==> src/rtl/wd_pkg.sv <==
package wd_pkg;
  localparam int unsigned WD_DATA_W = 8;
  localparam int unsigned WD_CNT_W  = 7;
  localparam int unsigned WD_DIV    = 14;

  typedef enum logic {
    SEL_COUNT  = 1'b0,
    SEL_STATUS = 1'b1
  } wd_sel_e;
endpackage

==> src/rtl/wd_prescale.sv <==
module wd_prescale #(
  parameter int unsigned DIV = 14
) (
  input  logic clk,
  input  logic rst_n,
  output logic tick
);
  localparam int unsigned W = (DIV > 1) ? $clog2(DIV) : 1;

  logic [W-1:0] div_q, div_d;

  always_comb begin
    tick  = (div_q == W'(DIV - 1));
    div_d = tick ? '0 : div_q + W'(1);
  end

  always_ff @(posedge clk or negedge rst_n) begin
    if (!rst_n) div_q <= '0;
    else        div_q <= div_d;
  end

  a_r1_tick_spacing: assert property (@(posedge clk) disable iff (!rst_n)
    tick |=> !tick);
  a_r1_div_bound: assert property (@(posedge clk) disable iff (!rst_n)
    div_q <= W'(DIV - 1));
endmodule

==> src/rtl/wd_timeout.sv <==
module wd_timeout #(
  parameter int unsigned CNT_W = 7
) (
  input  logic             clk,
  input  logic             rst_n,
  input  logic             tick,
  input  logic             busy,
  input  logic             ack,
  input  logic             load,
  input  logic             clr,
  input  logic [CNT_W-1:0] load_val,
  output logic             flag
);
  logic [CNT_W-1:0] cnt_q, cnt_d;
  logic             flag_q, flag_d;
  logic             reload;

  always_comb begin
    reload = load | ack | clr;
    cnt_d  = cnt_q;
    flag_d = flag_q;
    if (clr) flag_d = 1'b0;
    if (reload) begin
      cnt_d = load_val;
    end else if (tick && busy && !flag_q) begin
      if (cnt_q == '0) flag_d = 1'b1;
      else             cnt_d  = cnt_q - CNT_W'(1);
    end
  end

  always_ff @(posedge clk or negedge rst_n) begin
    if (!rst_n) begin
      cnt_q  <= '1;
      flag_q <= 1'b0;
    end else begin
      cnt_q  <= cnt_d;
      flag_q <= flag_d;
    end
  end

  assign flag = flag_q;

  a_r3_expiry_at_zero: assert property (@(posedge clk) disable iff (!rst_n)
    $rose(flag_q) |-> ($past(tick) && $past(busy) && ($past(cnt_q) == '0)));
  a_r4_idle_hold: assert property (@(posedge clk) disable iff (!rst_n)
    (!busy && !load && !ack && !clr) |=> $stable(cnt_q) && $stable(flag_q));
  a_r5_reload: assert property (@(posedge clk) disable iff (!rst_n)
    (ack || load) |=> (cnt_q == $past(load_val)));
  a_r6_sticky: assert property (@(posedge clk) disable iff (!rst_n)
    (flag_q && !clr) |=> flag_q);
  a_r7_clear: assert property (@(posedge clk) disable iff (!rst_n)
    clr |=> !flag_q);
endmodule

==> src/rtl/wd_req_edge.sv <==
module wd_req_edge (
  input  logic clk,
  input  logic rst_n,
  input  logic req_async,
  input  logic armed,
  output logic req_irq
);
  logic sync1_q, sync2_q, prev_q, irq_q;
  logic rise, irq_d;

  always_comb begin
    rise  = sync2_q & ~prev_q;
    irq_d = armed ? (irq_q | rise) : 1'b0;
  end

  always_ff @(posedge clk or negedge rst_n) begin
    if (!rst_n) begin
      sync1_q <= 1'b0;
      sync2_q <= 1'b0;
      prev_q  <= 1'b0;
      irq_q   <= 1'b0;
    end else begin
      sync1_q <= req_async;
      sync2_q <= sync1_q;
      prev_q  <= sync2_q;
      irq_q   <= irq_d;
    end
  end

  assign req_irq = irq_q;

  a_r10_disarmed_quiet: assert property (@(posedge clk) disable iff (!rst_n)
    !armed |=> !irq_q);
  a_r9_hold_while_armed: assert property (@(posedge clk) disable iff (!rst_n)
    (irq_q && armed) |=> irq_q);
endmodule

==> src/rtl/xfer_watchdog.sv <==
module xfer_watchdog
  import wd_pkg::*;
#(
  parameter int unsigned DATA_W = WD_DATA_W,
  parameter int unsigned CNT_W  = WD_CNT_W,
  parameter int unsigned DIV    = WD_DIV
) (
  input  logic              clk,
  input  logic              rst_n,
  input  logic              reg_sel,
  input  logic              wr_en,
  input  logic [DATA_W-1:0] wr_data,
  output logic [DATA_W-1:0] rd_data,
  input  logic              xfer_busy,
  input  logic              xfer_ack,
  input  logic              dma_req,
  input  logic              drive_irq,
  output logic              irq_out
);
  localparam int unsigned MASK_BIT = DATA_W - 1;
  localparam int unsigned FLAG_BIT = DATA_W - 1;
  localparam int unsigned ARM_BIT  = 3;

  logic [DATA_W-1:0] cfg_q, cfg_d;
  logic              arm_q, arm_d;
  logic              irq_q, irq_d;
  logic              cnt_wr, st_wr;
  logic              tick, to_flag, req_irq;
  logic [CNT_W-1:0]  load_val;
  logic              unused_wr_bits;

  always_comb begin
    cnt_wr   = wr_en && (wd_sel_e'(reg_sel) == SEL_COUNT);
    st_wr    = wr_en && (wd_sel_e'(reg_sel) == SEL_STATUS);
    cfg_d    = cnt_wr ? wr_data : cfg_q;
    arm_d    = st_wr ? wr_data[ARM_BIT] : arm_q;
    load_val = cnt_wr ? wr_data[CNT_W-1:0] : cfg_q[CNT_W-1:0];
    irq_d    = (to_flag & ~cfg_q[MASK_BIT]) | req_irq | drive_irq;
  end

  always_ff @(posedge clk or negedge rst_n) begin
    if (!rst_n) begin
      cfg_q <= '1;
      arm_q <= 1'b0;
      irq_q <= 1'b0;
    end else begin
      cfg_q <= cfg_d;
      arm_q <= arm_d;
      irq_q <= irq_d;
    end
  end

  always_comb begin
    rd_data = '0;
    if (wd_sel_e'(reg_sel) == SEL_COUNT) rd_data = cfg_q;
    else                                 rd_data[FLAG_BIT] = to_flag;
  end

  assign irq_out        = irq_q;
  assign unused_wr_bits = ^{wr_data[DATA_W-2:ARM_BIT+1], wr_data[ARM_BIT-1:0]};

  wd_prescale #(.DIV(DIV)) u_prescale (
    .clk   (clk),
    .rst_n (rst_n),
    .tick  (tick)
  );

  wd_timeout #(.CNT_W(CNT_W)) u_timeout (
    .clk      (clk),
    .rst_n    (rst_n),
    .tick     (tick),
    .busy     (xfer_busy),
    .ack      (xfer_ack),
    .load     (cnt_wr),
    .clr      (st_wr),
    .load_val (load_val),
    .flag     (to_flag)
  );

  wd_req_edge u_req_edge (
    .clk       (clk),
    .rst_n     (rst_n),
    .req_async (dma_req),
    .armed     (arm_q),
    .req_irq   (req_irq)
  );

  a_r11_drive_passes: assert property (@(posedge clk) disable iff (!rst_n)
    drive_irq |=> irq_out);
  a_r8_masked_quiet: assert property (@(posedge clk) disable iff (!rst_n)
    (cfg_q[MASK_BIT] && !req_irq && !drive_irq) |=> !irq_out);
  a_r2_cfg_write: assert property (@(posedge clk) disable iff (!rst_n)
    cnt_wr |=> (cfg_q == $past(wr_data)));
endmodule

==> config.mk <==
export PLATFORM = sky130hd
export DESIGN_NAME = xfer_watchdog
export DESIGN_NICKNAME = d
export VERILOG_FILES = /design/src/rtl/wd_pkg.sv /design/src/rtl/wd_prescale.sv /design/src/rtl/wd_timeout.sv /design/src/rtl/wd_req_edge.sv /design/src/rtl/xfer_watchdog.sv
export SDC_FILE = /design/constraint.sdc
export NUM_CORES = 1
export LEC_CHECK = 0
export ABC_AREA = 1
export CAP_MARGIN = 20
export CORE_AREA = 2 2 57 59
export CTS_BUF_LIST = sky130_fd_sc_hd__clkbuf_2
export CTS_CLUSTER_SIZE = 30
export DETAILED_ROUTE_END_ITERATION = 10
export DIE_AREA = 0 0 59 61
export HOLD_SLACK_MARGIN = 0.12
export PLACE_DENSITY = 0.7
export SYNTH_ARGS = -nofsm -noshare
export SYNTH_HDL_FRONTEND = slang
export SYNTH_SLANG_ARGS = --single-unit
==> constraint.sdc <==
create_clock -name clk -period 1.9 [get_ports clk]
set_input_delay 0.285 -clock clk [delete_from_list [all_inputs] [get_ports clk]]
set_output_delay 0.285 -clock clk [all_outputs]
set_load 0.01 [all_outputs]
==> flow_metrics.tcl, run 1 <==
set metrics [dict create \
    pwr_density_cell_nw_per_um2 818 \
    io_buffers 24 \
    slew_headroom_pct 67.2 \
    path_buf_inv 2 \
    clock.fmax_mhz 616 \
    syn_nets 185 \
    crit_arrival_ns 1.93 \
    gr-usage-all-layers_pct 17.4 \
    maxCapViolations 0 \
    synth.avg_cell_area_um2 8.00 \
    postCtsSetupBuffers 0 \
    die_h_um 61 \
    hold_ws_ns 0.251 \
    grt-ovfl-total 0 \
    syn_area_um2 1340 \
    syn_inst 167 \
    clockPowerShare_pct 24.8 \
    regArea_um2 669 \
    vias 1149 \
    rr_startpoint "u_timeout.cnt_q[0]" \
    finClkSkew_ns 0.00505 \
    synth_seq_cells 26 \
    n_antenna_cell 0 \
    cts_buffer_depth 2 \
    hold_buffers 0 \
    slowest_stage "dfstp_2" \
    drc 0 \
    fin_setup_tns_ns 0 \
    fin_crit_sh_pct 85.4 \
    r2r_end "u_timeout.cnt_q[5]" \
    layout-drive-gt1-share_pct 17.7 \
    core_um2 2950 \
    std_cell_rows 20 \
    intPower_uw 979 \
    tightest_slew_ns 0.492 \
    worstPathRequired_ns 2.21 \
    path_clk_slew_ns 0.23 \
    report.final.slew_viol_count 0 \
    ys_seq_area_share_pct 50.1 \
    fin_nets 217 \
    power.switching_uw 397 \
    outcome "finished clean" \
    dr.first_iter.drc_count 50 \
    htree_levels 1 \
    hpwl_mm 2.05 \
    rsz0062_at_grt "no" \
    ys_warn_count 0 \
    final_util_pct 57.0 \
    reg2reg_depth 9 \
    place.gp.congestion 0.840 \
    cpPeakStageDelay_ns 0.60 \
    combPwrFrac_pct 24.2 \
    start_util_pct 45.3 \
    grt_pass1_vias 1123 \
    antenna_found_initial 0 \
    cts_inserted_buffers 3 \
    multiInputGateArea_um2 551 \
    p_leak_nw 0.890 \
    io_pins 25 \
    period_minus_slack_ns 1.62 \
    path_delay_family "simple AND/OR/NAND/NOR gates" \
    dr.pass1.iters 4 \
    wl_per_cell_um 11.6 \
    routed_wl_mm 2.67 \
    die_area_um2 3600 \
    seq_power_share_pct 51.0 \
    grt_start_max_net_pins 27 \
    synth_cell_types 22 \
    via_per_inst 4.97 \
    max-vdd-ir-drop_uv 460 \
    fillCellCount 287 \
    crit_path_cell_trace "inv_1 -> ha_1 -> inv_1 -> nor2_1 -> nand3_1 -> nand3_2 -> nand2_4 -> nand3_1 -> nand2_1" \
    cts_tree "built" \
    critPathKind "reg2reg" \
    sw_frac_of_total_pct 28.9 \
    critPathLaunchType "flip-flop" \
    grt_pass1_wl_mm 4.78 \
    insertion_delay_ns 0.35 \
    setup_violations 0 \
    power_mw 1.38 \
    holdCritPathClass "in2async" \
    clock_sinks 26 \
    critPathCaptureType "flip-flop" \
    antenna_left 0 \
    regToRegSetupSlack_ns 0.28 \
    root_buffer "clkbuf_2" \
    synthToLayoutAreaGrowth_pct 25.9 \
    die_w_um 59 \
    critPathMaxFanout 9 \
    hold_viol_final 0 \
]
## flip-flops by register name, summed over array words and instances (netlist names)
signal / cells
u_timeout.cnt_q: 7
u_timeout.flag: 1
u_req_edge.prev_q: 1
u_req_edge.req_irq: 1
arm_q: 1
u_prescale.div_q: 4
u_req_edge.sync2_q: 1
cfg_q: 8
irq_out: 1
u_req_edge.sync1_q: 1
## metal layers
| layer | routed length, um | global-route usage [%] | part of all wire (%) |
|---|---|---|---|
| met1 | 1190 | 20.4 | 45 |
| met2 | 1330 | 31.9 | 50 |
| met3 | 141 | 5.54 | 5.3 |
| met4 | 14 | 2.60 | 0.52 |
| met5 | 0 | 0 | 0 |
## layout make-up
cell class	count	area share (%)
clock buffer	3	0.892
inverter	25	5.58
multi-input combinational	114	32.7
tap	33	2.45
sequential	26	39.8
timing repair buffer	29	16.8
clock inverter	1	1.78
## per-stage QoR
step           setup slack (ns)  cell area [um2]  cells
4_1_cts                  0.0192             1670    231
3_5_place_dp             0.0115             1630    227
6_report                  0.276             1680    231
5_1_grt                   0.140             1680    231
3_3_place_gp             0.0554             1630    227
2_1_floorplan             0.514             1340    167
## repair_timing
| action | in CTS | in global routing |
|---|---|---|
| hold endpoints to repair | 0 | 0 |
| setup endpoints to repair | 4 | 4 |
| gates resized for setup | 4 | 4 |
## cell usage after synthesis, drive strengths merged
cell type	number	area (um2)
o21ai	15	75.1
a22oi	1	7.51
nand3	19	105
o21a	1	7.51
dfrtp	11	275
ha	2	25.0
nand2	54	220
buf	2	22.5
nor2	18	80.1
dfstp	15	394
xor2	1	8.76
nand4	1	6.26
o31ai	1	7.51
a21boi	1	7.51
inv	25	93.8
## logic make-up after synthesis
group                      Yosys count  synth area share, %
xor gates and xnor gates             1                0.656
DFF                                 26                 50.1
buffers and inverters               27                 8.71
and+or+nand+nor                     92                 30.8
adders and majority gates            2                 1.87
AOI/OAI and AO/OA                   19                 7.87
## placed cells by master (no fill, tap or decap), drive strengths merged
cell	n
nand4	1
buf	5
ha	2
a21boi	1
nand2	54
xor2	1
o21ai	15
dfstp	15
o21a	1
nor2	18
a22oi	1
clkdlybuf4s50	16
dlymetal6s2s	4
inv	25
bufinv	1
clkbuf	3
dfrtp	11
dlygate4sd2	4
o31ai	1
nand3	19
## worst max-delay path by stage
stage	start	to	slack, ns	cells after the start
CTS	cfg_q[2]	rd_data[2]	0.02	3
global placement	reg_sel	rd_data[7]	0.06	4
global route	cfg_q[1]	rd_data[1]	0.14	3
finish	u_timeout.cnt_q[0]	u_timeout.cnt_q[5]	0.28	9
floorplan	u_timeout.cnt_q[0]	u_timeout.cnt_q[6]	0.51	9
detailed placement	reg_sel	rd_data[1]	0.01	4
## power groups by stage
stage	Sequential, mW	Combinational, mW	Clock, mW
after floorplan	0.699	0.220	0
after global placement	0.709	0.331	0
after detailed placement	0.709	0.342	0
after CTS	0.701	0.338	0.350
after global routing	0.712	0.386	0.366
final	0.702	0.333	0.342
(Power assumes the default switching activity.)
==> inputs of run 2 (changes only) <==
Settings changed: SKIP_LAST_GASP from default to 1.
==> results of run 2 <==
No change in the layout: final DEF, timing and power equal those of run 1.
